**src/rtl/hwin_pkg.sv**
```systemverilog
package hwin_pkg;
  localparam int unsigned WORD_W   = 16;
  localparam int unsigned OFS_W    = 6;
  localparam int unsigned RGN_W    = 3;
  localparam int unsigned REGS_AW  = 11;

  localparam logic [OFS_W-1:0] OFS_DATA = 6'h00;
  localparam logic [OFS_W-1:0] OFS_ADDR = 6'h04;
  localparam logic [OFS_W-1:0] OFS_CFG  = 6'h08;
  localparam logic [OFS_W-1:0] OFS_STAT = 6'h0C;

  localparam int unsigned CFG_INC_BIT   = 1;
  localparam int unsigned CFG_BURST_BIT = 4;
  localparam int unsigned CFG_RGN_LSB   = 12;

  localparam logic [RGN_W-1:0] RGN_DATA = 3'd0;
  localparam logic [RGN_W-1:0] RGN_REGS = 3'd1;
  localparam logic [RGN_W-1:0] RGN_PROG = 3'd5;
  localparam logic [RGN_W-1:0] RGN_EXT  = 3'd7;

  localparam logic [1:0] LEN_ENDLESS = 2'd3;

  typedef struct packed {
    logic [RGN_W-1:0]  rgn;
    logic [WORD_W-1:0] addr;
    logic [WORD_W-1:0] data;
  } mem_cmd_t;

  function automatic logic region_ok(input logic [RGN_W-1:0] r);
    return (r == RGN_DATA) || (r == RGN_REGS) || (r == RGN_PROG) || (r == RGN_EXT);
  endfunction

  function automatic logic [WORD_W-1:0] map_addr(input logic [RGN_W-1:0] r,
                                                 input logic [WORD_W-1:0] a);
    logic [WORD_W-1:0] mask;
    mask = WORD_W'((1 << REGS_AW) - 1);
    return (r == RGN_REGS) ? (a & mask) : a;
  endfunction

  function automatic logic [WORD_W-1:0] step_addr(input logic [WORD_W-1:0] a,
                                                  input logic inc);
    return a + WORD_W'(inc);
  endfunction

  // Word count for a length select; the endless code yields 0 and is flagged apart.
  function automatic int unsigned burst_words(input logic [1:0] sel);
    case (sel)
      2'd0:    return 1;
      2'd1:    return 8;
      2'd2:    return 16;
      default: return 0;
    endcase
  endfunction

  function automatic logic [WORD_W-1:0] make_status(input logic [1:0] len_sel,
                                                    input logic full,
                                                    input logic empty);
    logic [WORD_W-1:0] s;
    s      = '0;
    s[8]   = 1'b1;
    s[6]   = !empty;
    s[5]   = full;
    s[3:2] = len_sel;
    s[0]   = !empty;
    return s;
  endfunction
endpackage

```
**src/rtl/hwin_rdfifo.sv**
```systemverilog
module hwin_rdfifo #(
  parameter int unsigned DEPTH = 16,
  parameter int unsigned W     = 16
) (
  input  logic                         clk,
  input  logic                         rst_n,
  input  logic                         flush,
  input  logic                         push,
  input  logic [W-1:0]                 push_data,
  input  logic                         pop,
  output logic [W-1:0]                 head,
  output logic [$clog2(DEPTH+1)-1:0]   level,
  output logic                         full,
  output logic                         empty
);
  localparam int unsigned PTR_W = (DEPTH > 1) ? $clog2(DEPTH) : 1;
  localparam int unsigned LVL_W = $clog2(DEPTH+1);

  logic [W-1:0]     store [DEPTH];
  logic [PTR_W-1:0] wr_ptr_q, rd_ptr_q;
  logic [LVL_W-1:0] level_q;
  logic             do_push, do_pop;

  function automatic logic [PTR_W-1:0] ptr_next(input logic [PTR_W-1:0] p);
    return (p == PTR_W'(DEPTH-1)) ? '0 : p + 1'b1;
  endfunction

  assign full    = (level_q == LVL_W'(DEPTH));
  assign empty   = (level_q == '0);
  assign level   = level_q;
  assign head    = store[rd_ptr_q];
  assign do_push = push && !full && !flush;
  assign do_pop  = pop && !empty && !flush;

  always_ff @(posedge clk) begin
    if (do_push) store[wr_ptr_q] <= push_data;
  end

  always_ff @(posedge clk or negedge rst_n) begin
    if (!rst_n) begin
      wr_ptr_q <= '0;
      rd_ptr_q <= '0;
      level_q  <= '0;
    end else if (flush) begin
      wr_ptr_q <= '0;
      rd_ptr_q <= '0;
      level_q  <= '0;
    end else begin
      if (do_push) wr_ptr_q <= ptr_next(wr_ptr_q);
      if (do_pop)  rd_ptr_q <= ptr_next(rd_ptr_q);
      level_q <= level_q + LVL_W'(do_push) - LVL_W'(do_pop);
    end
  end

  // the prefetch side never offers a word to a full FIFO
  p_no_overflow_r7: assert property (@(posedge clk) disable iff (!rst_n)
    (push && !flush) |-> !full)
    else $error("prefetch pushed into a full FIFO");

  // a flush leaves the FIFO empty in the next cycle
  p_flush_empty_r10: assert property (@(posedge clk) disable iff (!rst_n)
    flush |=> empty)
    else $error("FIFO not empty after flush");
endmodule

```
**src/rtl/hwin_burst_ctl.sv**
```systemverilog
module hwin_burst_ctl #(
  parameter int unsigned MAX_WORDS = 16
) (
  input  logic       clk,
  input  logic       rst_n,
  input  logic       start,
  input  logic       cancel,
  input  logic [1:0] len_sel,
  input  logic       fetch_done,
  output logic       active
);
  import hwin_pkg::*;
  localparam int unsigned CNT_W = $clog2(MAX_WORDS+1);

  logic [CNT_W-1:0] remain_q;
  logic             endless_q;

  always_ff @(posedge clk or negedge rst_n) begin
    if (!rst_n) begin
      remain_q  <= '0;
      endless_q <= 1'b0;
    end else if (cancel) begin
      remain_q  <= '0;
      endless_q <= 1'b0;
    end else if (start) begin
      endless_q <= (len_sel == LEN_ENDLESS);
      remain_q  <= CNT_W'(burst_words(len_sel));
    end else if (fetch_done && !endless_q && (remain_q != '0)) begin
      remain_q <= remain_q - 1'b1;
    end
  end

  assign active = endless_q || (remain_q != '0);

  // a word is fetched only while the burst has words left
  p_fetch_in_burst_r6: assert property (@(posedge clk) disable iff (!rst_n)
    fetch_done |-> active)
    else $error("word fetched with no burst remaining");

  // cancel ends the burst in the next cycle
  p_cancel_idle_r10: assert property (@(posedge clk) disable iff (!rst_n)
    (cancel && !start) |=> !active)
    else $error("burst still active after cancel");
endmodule

```
**src/rtl/hwin_mem_port.sv**
```systemverilog
module hwin_mem_port
  import hwin_pkg::*;
(
  input  logic              clk,
  input  logic              rst_n,
  input  logic              wr_go,
  input  mem_cmd_t          wr_cmd,
  input  logic              fetch_req,
  input  logic [RGN_W-1:0]  fetch_rgn,
  input  logic [WORD_W-1:0] fetch_addr,
  output logic              wr_busy,
  output logic              fetch_done,
  output logic              mem_valid,
  input  logic              mem_ready,
  output logic              mem_write,
  output logic [RGN_W-1:0]  mem_region,
  output logic [WORD_W-1:0] mem_addr,
  output logic [WORD_W-1:0] mem_wdata
);
  logic     pend_q;
  mem_cmd_t pend_cmd_q;

  always_ff @(posedge clk or negedge rst_n) begin
    if (!rst_n) begin
      pend_q     <= 1'b0;
      pend_cmd_q <= '0;
    end else if (wr_go) begin
      pend_q     <= 1'b1;
      pend_cmd_q <= wr_cmd;
    end else if (pend_q && mem_ready) begin
      pend_q <= 1'b0;
    end
  end

  // A posted write has priority over prefetch.
  assign wr_busy    = pend_q;
  assign mem_valid  = pend_q || fetch_req;
  assign mem_write  = pend_q;
  assign mem_region = pend_q ? pend_cmd_q.rgn  : fetch_rgn;
  assign mem_addr   = pend_q ? pend_cmd_q.addr : fetch_addr;
  assign mem_wdata  = pend_q ? pend_cmd_q.data : '0;
  assign fetch_done = fetch_req && !pend_q && mem_ready;

  // a stalled write keeps its request stable
  p_write_hold_r5: assert property (@(posedge clk) disable iff (!rst_n)
    (mem_valid && mem_write && !mem_ready) |=>
      (mem_valid && mem_write && $stable(mem_addr) && $stable(mem_wdata) && $stable(mem_region)))
    else $error("write request changed before acceptance");
endmodule

```
**src/rtl/hwin_burst_port.sv**
```systemverilog
module hwin_burst_port
  import hwin_pkg::*;
#(
  parameter int unsigned FIFO_DEPTH = 16
) (
  input  logic              clk,
  input  logic              rst_n,
  input  logic              host_wr,
  input  logic              host_rd,
  input  logic [5:0]        host_addr,
  input  logic [15:0]       host_wdata,
  output logic [15:0]       host_rdata,
  output logic              host_irq,
  output logic              mem_valid,
  input  logic              mem_ready,
  output logic              mem_write,
  output logic [2:0]        mem_region,
  output logic [15:0]       mem_addr,
  output logic [15:0]       mem_wdata,
  input  logic [15:0]       mem_rdata
);
  localparam int unsigned LVL_W = $clog2(FIFO_DEPTH+1);

  logic [WORD_W-1:0] cfg_q, addr_q;
  logic [1:0]        len_sel_q;
  logic              irq_q;

  logic              sel_data, sel_addr, sel_cfg, sel_stat;
  logic [RGN_W-1:0]  cfg_rgn;
  logic              cfg_inc, rgn_valid;

  // named internal events
  logic ev_data_wr, ev_data_rd, ev_addr_wr, ev_cfg_wr, ev_stat_wr;
  logic ev_burst_start, ev_burst_cancel, ev_fetch_done, ev_access;

  logic              burst_active, fetch_req, wr_busy;
  logic              fifo_full, fifo_empty, fifo_pop;
  logic [WORD_W-1:0] fifo_head;
  logic [LVL_W-1:0]  fifo_level, level_after;
  mem_cmd_t          wr_cmd;

  function automatic logic [LVL_W-1:0] level_next(input logic [LVL_W-1:0] lvl,
                                                  input logic pop, input logic push,
                                                  input logic full);
    return lvl - LVL_W'(pop) + LVL_W'(push && !full);
  endfunction

  assign sel_data  = (host_addr == OFS_DATA);
  assign sel_addr  = (host_addr == OFS_ADDR);
  assign sel_cfg   = (host_addr == OFS_CFG);
  assign sel_stat  = (host_addr == OFS_STAT);
  assign cfg_rgn   = cfg_q[CFG_RGN_LSB +: RGN_W];
  assign cfg_inc   = cfg_q[CFG_INC_BIT];
  assign rgn_valid = region_ok(cfg_rgn);

  assign ev_data_wr      = host_wr && sel_data && rgn_valid;
  assign ev_data_rd      = host_rd && sel_data;
  assign ev_addr_wr      = host_wr && sel_addr;
  assign ev_cfg_wr       = host_wr && sel_cfg;
  assign ev_stat_wr      = host_wr && sel_stat;
  assign ev_burst_start  = ev_cfg_wr && host_wdata[CFG_BURST_BIT];
  assign ev_burst_cancel = ev_cfg_wr && !host_wdata[CFG_BURST_BIT];
  assign ev_access       = ev_data_wr || ev_fetch_done;

  assign fetch_req   = burst_active && !fifo_full && rgn_valid;
  assign fifo_pop    = ev_data_rd && !fifo_empty;
  assign level_after = level_next(fifo_level, fifo_pop, ev_fetch_done, fifo_full);

  assign wr_cmd.rgn  = cfg_rgn;
  assign wr_cmd.addr = map_addr(cfg_rgn, addr_q);
  assign wr_cmd.data = host_wdata;

  hwin_rdfifo #(.DEPTH(FIFO_DEPTH), .W(WORD_W)) u_fifo (
    .clk       (clk),
    .rst_n     (rst_n),
    .flush     (ev_burst_cancel),
    .push      (ev_fetch_done),
    .push_data (mem_rdata),
    .pop       (fifo_pop),
    .head      (fifo_head),
    .level     (fifo_level),
    .full      (fifo_full),
    .empty     (fifo_empty)
  );

  hwin_burst_ctl #(.MAX_WORDS(FIFO_DEPTH)) u_burst (
    .clk        (clk),
    .rst_n      (rst_n),
    .start      (ev_burst_start),
    .cancel     (ev_burst_cancel),
    .len_sel    (len_sel_q),
    .fetch_done (ev_fetch_done),
    .active     (burst_active)
  );

  hwin_mem_port u_port (
    .clk        (clk),
    .rst_n      (rst_n),
    .wr_go      (ev_data_wr),
    .wr_cmd     (wr_cmd),
    .fetch_req  (fetch_req),
    .fetch_rgn  (cfg_rgn),
    .fetch_addr (map_addr(cfg_rgn, addr_q)),
    .wr_busy    (wr_busy),
    .fetch_done (ev_fetch_done),
    .mem_valid  (mem_valid),
    .mem_ready  (mem_ready),
    .mem_write  (mem_write),
    .mem_region (mem_region),
    .mem_addr   (mem_addr),
    .mem_wdata  (mem_wdata)
  );

  always_ff @(posedge clk or negedge rst_n) begin
    if (!rst_n) begin
      cfg_q     <= '0;
      addr_q    <= '0;
      len_sel_q <= '0;
      irq_q     <= 1'b0;
    end else begin
      if (ev_cfg_wr)  cfg_q     <= host_wdata;
      if (ev_stat_wr) len_sel_q <= host_wdata[3:2];
      if (ev_addr_wr)     addr_q <= host_wdata;
      else if (ev_access) addr_q <= step_addr(addr_q, cfg_inc);
      irq_q <= ev_data_wr || ev_burst_start || (ev_data_rd && (level_after != '0));
    end
  end

  assign host_irq = irq_q;

  always_comb begin
    host_rdata = '0;
    if (sel_data)      host_rdata = fifo_empty ? '0 : fifo_head;
    else if (sel_cfg)  host_rdata = cfg_q;
    else if (sel_stat) host_rdata = make_status(len_sel_q, fifo_full, fifo_empty);
  end

  // no request is ever raised toward an undefined region
  p_region_legal_r3: assert property (@(posedge clk) disable iff (!rst_n)
    mem_valid |-> region_ok(mem_region))
    else $error("request toward an undefined region");

  // the address wraps within 16 bits
  p_addr_wrap_r4: assert property (@(posedge clk) disable iff (!rst_n)
    (ev_access && cfg_inc && (addr_q == 16'hFFFF) && !ev_addr_wr) |=> (addr_q == 16'h0000))
    else $error("address did not wrap");

  // input assumption, data writes are spaced past a pending write
  p_wr_spacing_r5: assert property (@(posedge clk) disable iff (!rst_n)
    ev_data_wr |-> !wr_busy)
    else $error("data write while a write is pending");

  // an empty FIFO reads as zero
  p_empty_zero_r9: assert property (@(posedge clk) disable iff (!rst_n)
    (ev_data_rd && fifo_empty) |-> (host_rdata == '0))
    else $error("empty data read not zero");

  // after a cancel no prefetch request is outstanding
  p_cancel_quiet_r10: assert property (@(posedge clk) disable iff (!rst_n)
    ev_burst_cancel |=> !(mem_valid && !mem_write))
    else $error("prefetch after cancel");

  // status bit 8 always reads one
  p_stat_fixed_r11: assert property (@(posedge clk) disable iff (!rst_n)
    (host_rd && sel_stat) |-> host_rdata[8])
    else $error("status bit 8 low");

  // a burst start raises the interrupt one cycle later
  p_irq_start_r12: assert property (@(posedge clk) disable iff (!rst_n)
    ev_burst_start |=> host_irq)
    else $error("no interrupt on burst start");
endmodule

```
**config.mk**
```make
export PLATFORM = sky130hd
export DESIGN_NAME = hwin_burst_port
export DESIGN_NICKNAME = d
export VERILOG_FILES = /design/src/rtl/hwin_pkg.sv /design/src/rtl/hwin_rdfifo.sv /design/src/rtl/hwin_burst_ctl.sv /design/src/rtl/hwin_mem_port.sv /design/src/rtl/hwin_burst_port.sv
export SDC_FILE = /design/constraint.sdc
export NUM_CORES = 1
export LEC_CHECK = 0
export CAP_MARGIN = 40
export CORE_UTILIZATION = 43
export DETAILED_ROUTE_END_ITERATION = 12
export SYNTH_ARGS = -nofsm -noshare
export SYNTH_HDL_FRONTEND = slang
export SYNTH_SLANG_ARGS = --single-unit
```
**constraint.sdc**
```tcl
create_clock -name clk -period 3.8 [get_ports clk]
set_clock_uncertainty 0.15 [all_clocks]
set_input_delay 0.57 -clock clk [delete_from_list [all_inputs] [get_ports clk]]
set_output_delay 0.57 -clock clk [all_outputs]
set_load 0.05 [all_outputs]
```
---- Word level (Yosys, flattened, before mapping) ----
Memories as Yosys holds them, arrays and structs flattened.
Index checks and enable logic that the tools add are counted.
storage, ports and cells
  memories ................................ 1
  bits in writable memories ............... 256
  logic and storage cells ................. 108
  flip-flop bits (word level) ............. 90
memories
  memory        depth  width  read ports  clocked after Yosys merged registers in  wr ports  line               text
  u_fifo.store  16     16     1           0                                        1         hwin_rdfifo.sv:19  logic [W-1:0] store [DEPTH];
operators by class
  add/subtract/negate cells ............... 8
  reduce and logical (&&, ||, !) cells .... 47
  multiplexer cells ....................... 27
  equal/unequal tests ..................... 12
operator list
  kind                                                 count
  two-way mux 16 bit                                   8
  two-way mux 4 bit                                    6
  logical AND 1 bit                                    21
  two-way mux 5 bit                                    4
  adder 16 x 1 -> 16 bit                               1
  one-hot mux 5 bit (3 select lines)                   1
  equality test 6 x 4 -> 1 bit, second input constant  2
  adder 5 x 1 -> 5 bit                                 2
  nonzero test 2 bit                                   5
  nonzero test 5 bit                                   2
  subtractor 5 x 1 -> 5 bit                            2
  two-way mux 9 bit                                    1
  adder 4 x 1 -> 4 bit, second input constant          2
  equality test 4 bit, second input constant           2
  logical OR 1 bit                                     8
  equality test 3 bit, second input constant           2
  equality test 6 x 3 -> 1 bit, second input constant  1
  logical NOT 1 bit                                    6
  logical NOT 6 bit                                    1
  two-way mux 1 bit                                    6
  equality test 5 bit, second input constant           1
  logical NOT 5 bit                                    1
  subtractor 5 x 1 -> 5 bit, second input constant     1
  equality test 2 bit, second input constant           2
  6 further kinds                                      6

---- Longest topological paths before layout ----
Gate-level depths: netlist of the first run.
  depth in word-level cells ............... 12
  mapped depth ............................ 14
  gate-level depth less buffers ........... 14

---- Hierarchy ----
A second synthesis of the first run with hierarchy kept.
second synthesis, totals
  cell total of the unflattened synthesis .. 982
  area, all modules ....................... 15521.1 um^2
by module, submodules not included
  module           cells each  instances  sequential area each (um^2)  area an instance (um^2)
  hwin_rdfifo      572         1          8012.7                       10961.8
  hwin_burst_port  250         1          875.8                        2279.7
  hwin_mem_port    120         1          900.9                        1895.6
  hwin_burst_ctl   40          1          150.1                        384.1

---- Worst setup path before layout of the first run ----
Ideal clock, no wire load.
  kind .................................... reg-to-reg
  from .................................... register u_port.pend_q, in the netlist u_port.mem_write
  to ...................................... memory u_fifo.store[0][0] (enable)
  data arrival time ....................... 2.833 ns
  cell stages (with the launch flop) ...... 9
  buffers on the path ..................... 3
  slack ................................... 0.408 ns
  cell sequence ........................... dfrtp_1 -> clkbuf_1 -> inv_1 -> and3_1 -> buf_2 -> and3b_1 -> clkbuf_1 -> nand2_1 -> nor3_1
on the way
  word-level cells in the longest chain between the ends .. 7
RTL lines
  item                                     line                 text
  from (decl)                              hwin_mem_port.sv:20  logic pend_q;
  from (signal assigned)                   hwin_mem_port.sv:25  pend_q <= 1'b0;
  from (signal assigned)                   hwin_mem_port.sv:28  pend_q <= 1'b1;
  from (signal assigned)                   hwin_mem_port.sv:31  pend_q <= 1'b0;
  logical NOT 1 bit                        hwin_mem_port.sv:42  assign fetch_done = fetch_req && !pend_q && mem_ready;
  logical AND 1 bit (2 in series)          hwin_mem_port.sv:42
  logical AND 1 bit (2 in series)          hwin_rdfifo.sv:32    assign do_push = push && !full && !flush;
  two-way mux 1 bit                        hwin_rdfifo.sv:36    if (do_push) store[wr_ptr_q] <= push_data;
  two-way mux 1 bit (implied by the code)  hwin_rdfifo.sv:36
  to (decl)                                hwin_rdfifo.sv:19
Every way passes these cells.

---- Worst setup path after layout of the first run ----
  from .................................... register u_fifo.rd_ptr_q[0]
  to ...................................... output host_rdata[0]
on the way
  word-level cells in the longest chain between the ends .. 3
RTL lines
  item                              line                    text
  from (decl)                       hwin_rdfifo.sv:20       logic [PTR_W-1:0] wr_ptr_q, rd_ptr_q;
  from (signal assigned)            hwin_rdfifo.sv:50       if (do_pop) rd_ptr_q <= ptr_next(rd_ptr_q);
  memory (16 x 16 bit)              n/a
  two-way mux 16 bit (2 in series)  hwin_burst_port.sv:133  if (sel_data) host_rdata = fifo_empty ? '0 : fifo_head;
  to (decl)                         hwin_burst_port.sv:12   output logic [15:0] host_rdata,
Every way passes these cells.

==> run metrics, run 1 <==
clock buffer count from CTS 38; Pre-antenna DRT Iters 5; Max Root-Sink Buffers 3; sum of overflow across all layers after global routing 0; fraction of the mapped netlist area in adder cells under 10%; number of flops mapped to enable cells by yosys 256; post-detailed-placement cell area 0.0167 mm^2; violation count after the first detailed-route iteration 695; number of pins exceeding their max-slew limit in the final report 0; library cell appearing most often on the critical path buf_12; final number of hold-violating endpoints 0; Yosys warning total 0; CTS Root Buffer Type clkbuf_16; Slew Limit Headroom between 40% and 50%; number of gates resized after CTS 0; combinational family with the most area after synthesis multiplexers; min-delay worst type flip-flop to flip-flop; crit path launch type flip-flop; standard-cell row count 67; endpoints failing setup 0; post-synthesis share of cell area spent on and, or, nand and nor gates 7.77%; number of instances in the placed design 1493; remaining routing DRC violations 0; Cell variety after synth 58; largest net degree at the start of global routing 53; CP Data Required Time between 3000 and 4000 ps; detailed-route wire length per cell 21.7 um; Core Footprint between 0.03 and 0.04 mm^2; first-pass GRT wire length 52900 um; CTS tree built; Reg clk slew, reported paths around 60 ps; Worst Setup End Kind primary output; CP bufs+invs 3; commonest register cell after synthesis edfxtp_1; transition at the pin with the smallest max-transition slack 823 ps; final-layout worst hold slack 331 ps; outcome completed; slowest cell on the critical path dfrtp_4; netlist area before placement 0.0148 mm^2; number of levels the H-tree was split into 2; combined global-route utilization of all metal layers 20.0%; final non-filler cell total 1570; setup TNS 0 ps; Min Clock Period, post-route 3560 ps; maximum capacitance violations 0; RSZ-0062 raised after global routing false; proportion of synthesized flip-flops having asynchronous set or reset 26.0%; Area contributors post-synth edfxtp_1 (52%), dfrtp_1 (15%), mux4_2 (9.8%), nand2_1 (2.8%), mux2_1 (2.0%); syn avg cell area 15.6 um^2; number of global-route vias before repair between 8000 and 9000; total via count after detailed routing about 8600; detailed-route wire length 34000 um; clock latency on the worst-skew pair 520 ps; Crit Path Category flip-flop to primary output; worst voltage drop across the vdd grid 0.367 mV; area added between synthesis and finish 22.1%; number of flip-flops and latches in the synthesized netlist ~350; Synth top area share 52.1%; initial core utilization 43.9%; ports placed on the boundary 97; final standard cell utilization of the core 53.6%; area fraction in compound gates after synthesis 6.49%; pre-CTS worst setup slack -52.2 ps; overall power after layout 9.92 mW; family with the most delay on the worst path compound AO/OA/AOI/OAI gates; Cell Chain, Critical Path buf_12, buf_4, mux4_2, a22o_1, o21ai_1, o21ai_0, buf_12; maximum fanout encountered on the critical timing path 12; cell type with the highest aggregate area in the netlist edfxtp_1; power per standard cell area ~550 mW/mm^2; proportion of synthesized chip area in sequential cells 67.3%; number of standard cells after synthesis 946; final estimated routing congestion in global placement between 0.8 and 0.9; arrival time worst endpoint approximately 2800 ps; number of filler instances in the final layout 2751; die boundary width 187 um; Post-layout nets 1159; post-route antenna net violation count 0; final cycle utilization of the critical path 93.7%; mux contribution to synthesized area 13.0%; number of antenna violations at the first check in global routing 0; HPWL after DPL 21600 um; diodes inserted 0; layout cells sized above 1 21.7%; Layout Cell Area excl Fill 0.0180 mm^2; delay of the slowest cell on the worst path 520 ps; final worst slack 241 ps; Total Die Area 0.0351 mm^2; Buffers on Ports 96; vertical die dimension 187 um; xor-xnor portion of the synthesized cell area 1.36%; maximum clock frequency 281 MHz; leakage component of the power about 6.5 nW; ratio of routed vias to standard cells 5.46; clock sinks 346; syn_nets 1009
[worst paths after layout]
check,startpoint,to,slack (ps),cells after the start
setup / recovery,u_fifo.rd_ptr_q[0],host_rdata[0],240,7
hold / removal,u_port.pend_cmd_q[6],u_port.pend_cmd_q[6],330,1
setup reg to reg,u_burst.remain_q[0],host_irq,360,13
hold reg to reg,u_port.pend_cmd_q[6],u_port.pend_cmd_q[6],330,1
max in group asynchronous,rst_n,addr_q[14],2210,3
min in group asynchronous,rst_n,u_fifo.level[4],480,2
[registers in the layout (all words and copies together), names as in the netlist]
signal             count
addr_q                16
cfg_q                 16
host_irq               1
len_sel_q              2
u_burst.endless_q      1
u_burst.remain_q       5
u_fifo.level           5
u_fifo.rd_ptr_q        4
u_fifo.store         256
u_fifo.wr_ptr_q        4
u_port.mem_write       1
u_port.pend_cmd_q     35
[cells in the final DEF, fill, tap and decap left out, drive strengths merged, types with 23 or more instances in the layout]
cell           netlist  final
a22o                23     23
edfxtp             256    256
clkdlybuf4s50        0     79
buf                 24     84
mux2                39     39
inv                 24     26
a21oi               24     24
o21ai               44     44
nand2              111    111
mux4                64     64
dfrtp               90     90
clkbuf              30     50
nor2                43     43
[layout make-up]
class,instances,area (um^2),area share [%]
sequential,346,9940,55.2
multi-input combinational,522,4540,25.2
timing repair buffer,164,1710,9.51
clock buffer,50,1020,5.65
tap,448,561,3.11
clock inverter,16,150,0.833
inverter,24,90.1,0.500
[cell usage after synthesis, drive strengths merged (2+ instances only)]
cell / number
and2: 19
a31oi: 5
a21o: 5
ha: 18
clkbuf: 30
xor2: 6
a22o: 23
a2111oi: 8
or2: 2
nand2b: 5
a211oi: 2
mux2i: 4
inv: 24
o21ai: 44
nand4: 9
nor2b: 5
nand3: 16
dfrtp: 90
edfxtp: 256
nor2: 43
nand2: 111
nor4: 2
mux4: 64
or3: 2
nor4b: 2
nand3b: 2
nor3: 7
and3: 3
mux2: 39
a22oi: 18
fa: 2
buf: 24
xnor2: 17
a21oi: 24
or4: 3
[where the power goes]
group,switching [mW],total (mW),internal (mW)
clock,1.44,3.47,2.03
combinational,1.05,1.91,0.858
sequential,0.210,4.55,4.34
[worst register-to-register path, cell delays in order, from the launching register on]
cell	delay (ps)
dfrtp_1	370
inv_1	110
ha_1	170
or4b_4	500
o211a_1	310
nand2_1	180
inv_1	120
ha_1	250
fa_1	410
a21oi_1	160
o21bai_1	80
xnor2_1	130
a311o_1	360
nand3_1	80
[metal layers]
metal | vias to the layer above | routed length, um | track usage [%]
met2 | 254 | 16600 | 32.8
met4 | 0 | 623 | 5.39
li1 | 3909 | - | -
met1 | 4366 | 15000 | 27.8
met3 | 43 | 1800 | 3.02
met5 | - | 0 | 0
[cell families (layout without fill, tap and decap cells)]
family,count (synthesis),after routing
adder cells (fa/ha/maj),20,20
AND/OR/NAND/NOR,236,236
AO/OA/AOI/OAI,136,136
multiplexers,107,107
buffers and inverters,78,254
XOR/XNOR,23,23
flip-flops,346,346
[repair_timing]
| action | 4_1_cts | 5_1_grt |
|---|---|---|
| hold buffers | 1 | 0 |
| endpoints found under the hold margin | 49 | 0 |
| endpoints found under the setup margin | 7 | 1 |
| setup buffers | 1 | 9 |
Note: power is estimated with default switching activity, not from simulation.
==> run 2: changes to the inputs <==
--- a/config.mk
+++ b/config.mk
@@ -6,7 +6,8 @@
 export NUM_CORES = 1
 export LEC_CHECK = 0
 export CAP_MARGIN = 40
-export CORE_UTILIZATION = 43
+export CORE_UTILIZATION = 45
+export CTS_CLUSTER_SIZE = 28
 export DETAILED_ROUTE_END_ITERATION = 12
 export SYNTH_ARGS = -nofsm -noshare
 export SYNTH_HDL_FRONTEND = slang
==> run metrics, run 2 (synthesis gave the netlist of run 1 again) <==
post-route antenna net violation count 0 (unchanged); switching portion of total power 26.9% (-0.31 points); remaining routing DRC violations 0 (unchanged); logic gate share of total power 19.1% (about the same); final number of hold-violating endpoints 0 (unchanged); clock buffer count from CTS 37 (-2.6%); post-detailed-placement cell area 0.0168 mm^2 (+0.26%); CTS tree built; min-delay worst type flip-flop to flip-flop; arrival time worst endpoint 2850 ps (about the same); initial core utilization 46.3% (+2.4 points); maximum capacitance violations 0 (unchanged); ratio of routed vias to standard cells 5.50 (+0.74%); diodes inserted 0 (unchanged); Reg clk slew, reported paths 60 ps (about the same); commonest cells after routing, fill and taps aside edfxtp_1 (256), nand2_1 (111), dfrtp_1 (88); final cycle utilization of the critical path 94.0% (+0.32 points); maximum clock frequency 280 MHz (-0.34%); Reg2Reg Launch Point u_burst.remain_q[0]; number of pins exceeding their max-slew limit in the final report 0 (unchanged); Core Footprint 0.0319 mm^2 (-5.2%); most common cell after layout, fill and taps aside edfxtp_1; detailed-route wire length 34800 um (+2.5%); HPWL after DPL 21900 um (+1.3%); outcome completed; standard-cell row count 65 (-3.0%); transition at the pin with the smallest max-transition slack 851 ps (+27.8 ps); internal power of the cells 7.31 mW (+1.2%); total via count after detailed routing 8575 (+0.035%); worst setup path startpoint u_burst.remain_q[0]; Total Die Area 0.0335 mm^2 (-4.4%); final worst slack 229 ps (-12.1 ps); power per standard cell area 554 mW/mm^2 (+0.54%); worst voltage drop across the vdd grid 0.418 mV (+14%); overall power after layout 10.0 mW (+0.78%); Crit Path Category flip-flop to primary output; sum of overflow across all layers after global routing 0 (unchanged); number of antenna violations at the first check in global routing 0 (unchanged); clock sinks 346 (unchanged); Layout Cell Area excl Fill 0.0181 mm^2 (+0.24%); maximum fanout encountered on the critical timing path 4 (-8); largest net degree at the start of global routing 46 (-13%); layout cells sized above 1 22.5% (+0.76 points); Worst Setup End Kind primary output; number of cells on the worst hold path 2 (+1); Min Clock Period, post-route 3570 ps (+12.1 ps); setup TNS 0 ps (unchanged); leakage component of the power 6.57 nW (+0.60%); part of the power in the clock network 35.5% (+0.5 points); crit path launch type flip-flop; ports placed on the boundary 97 (unchanged); switching power total 2.69 mW (-0.37%); detailed-route wire length per cell 22.4 um (+3.2%); endpoints failing setup 0 (unchanged); Slew Limit Headroom 43.2% (-1.6 points); die boundary width 183 um (-2.2%); Post-layout nets 1163 (+0.35%); startpoint of the most critical hold path cfg_q[15]; CP Data Required Time 3080 ps (about the same); Max Root-Sink Buffers 3 (unchanged); CTS Root Buffer Type clkbuf_16; flip-flop count of the largest register, all copies and words added 256 (unchanged); Largest Register u_fifo.store; Pre-antenna DRT Iters 5 (unchanged); clock latency on the worst-skew pair 520 ps (about the same); number of levels the H-tree was split into 2 (unchanged); cells on worst reg2reg path 13 (unchanged); number of gates resized after CTS 0 (unchanged); RSZ-0062 raised after global routing false; Buffers on Ports 96 (unchanged); combined global-route utilization of all metal layers 21.4% (+1.4 points); number of global-route vias before repair 8770 (+0.16%); pre-CTS worst setup slack 4.60 ps (+56.8 ps); vertical die dimension 183 um (-2.2%); violation count after the first detailed-route iteration 657 (-5.5%); area added between synthesis and finish 22.4%; first-pass GRT wire length 52900 um (unchanged); share of power burned in registers 45.4% (-0.4 points); largest registers ranked by flip-flop count u_fifo.store x256, u_port.pend_cmd_q x35; final estimated routing congestion in global placement 0.813 (-2.7%)
[run 2: path summary, 6_finish.rpt]
check	to	slack, ps
setup reg to reg	host_irq	340
setup / recovery	mem_valid	230
hold reg to reg	cfg_q[15]	330
max in group asynchronous	addr_q[2]	2230
hold / removal	cfg_q[15]	330
min in group asynchronous	u_fifo.level[4]	470
[run 2: power groups by stage]
stage | Clock (mW) | Combinational (mW) | Sequential (mW)
after floorplan | 0 | 1.33 | 4.52
after global placement | 0 | 1.84 | 4.62
after detailed placement | 0 | 1.86 | 4.64
after CTS | 3.62 | 1.87 | 4.56
after global routing | 3.76 | 2.09 | 4.58
final | 3.55 | 1.91 | 4.54
[run 2: layer usage]
metal	share of wire [%]	global-route usage, %
met2	51	37.2
met3	4.4	3.16
met5	0	0
met1	43	28.1
met4	2.1	5.57
[run 2: worst max-delay path: stages (launching register included)]
cell and delay [ps]:
dfrtp_1 370, inv_1 110, ha_1 180, or4b_4 510, o211a_1 290, nand2_1 90
nand2_1 90, clkdlybuf4s50_1 710
[run 2: repair_timing]
action                     in CTS  in global routing
buffers inserted                0                 12
hold buffers                    1                  0
hold endpoints to repair       43                  0
setup endpoints to repair       0                  2
[run 2: layout make-up]
class | instances | area, um^2
Multi-Input combinational cell | 522 | 4540
Sequential cell | 346 | 9940
Tap cell | 435 | 544
Clock inverter | 17 | 193
Inverter | 24 | 90.1
Fill cell | 2606 | 13800
Clock buffer | 46 | 991
Timing Repair Buffer | 169 | 1760
[run 2: metrics by stage]
stage          cells  hold slack [ps]  util [%]
2_1_floorplan    946              124         -
3_3_place_gp    1482              308      52.5
3_5_place_dp    1483              314      52.6
4_1_cts         1547              328      56.3
5_1_grt         1559              349      56.7
6_report        1559              328      56.7
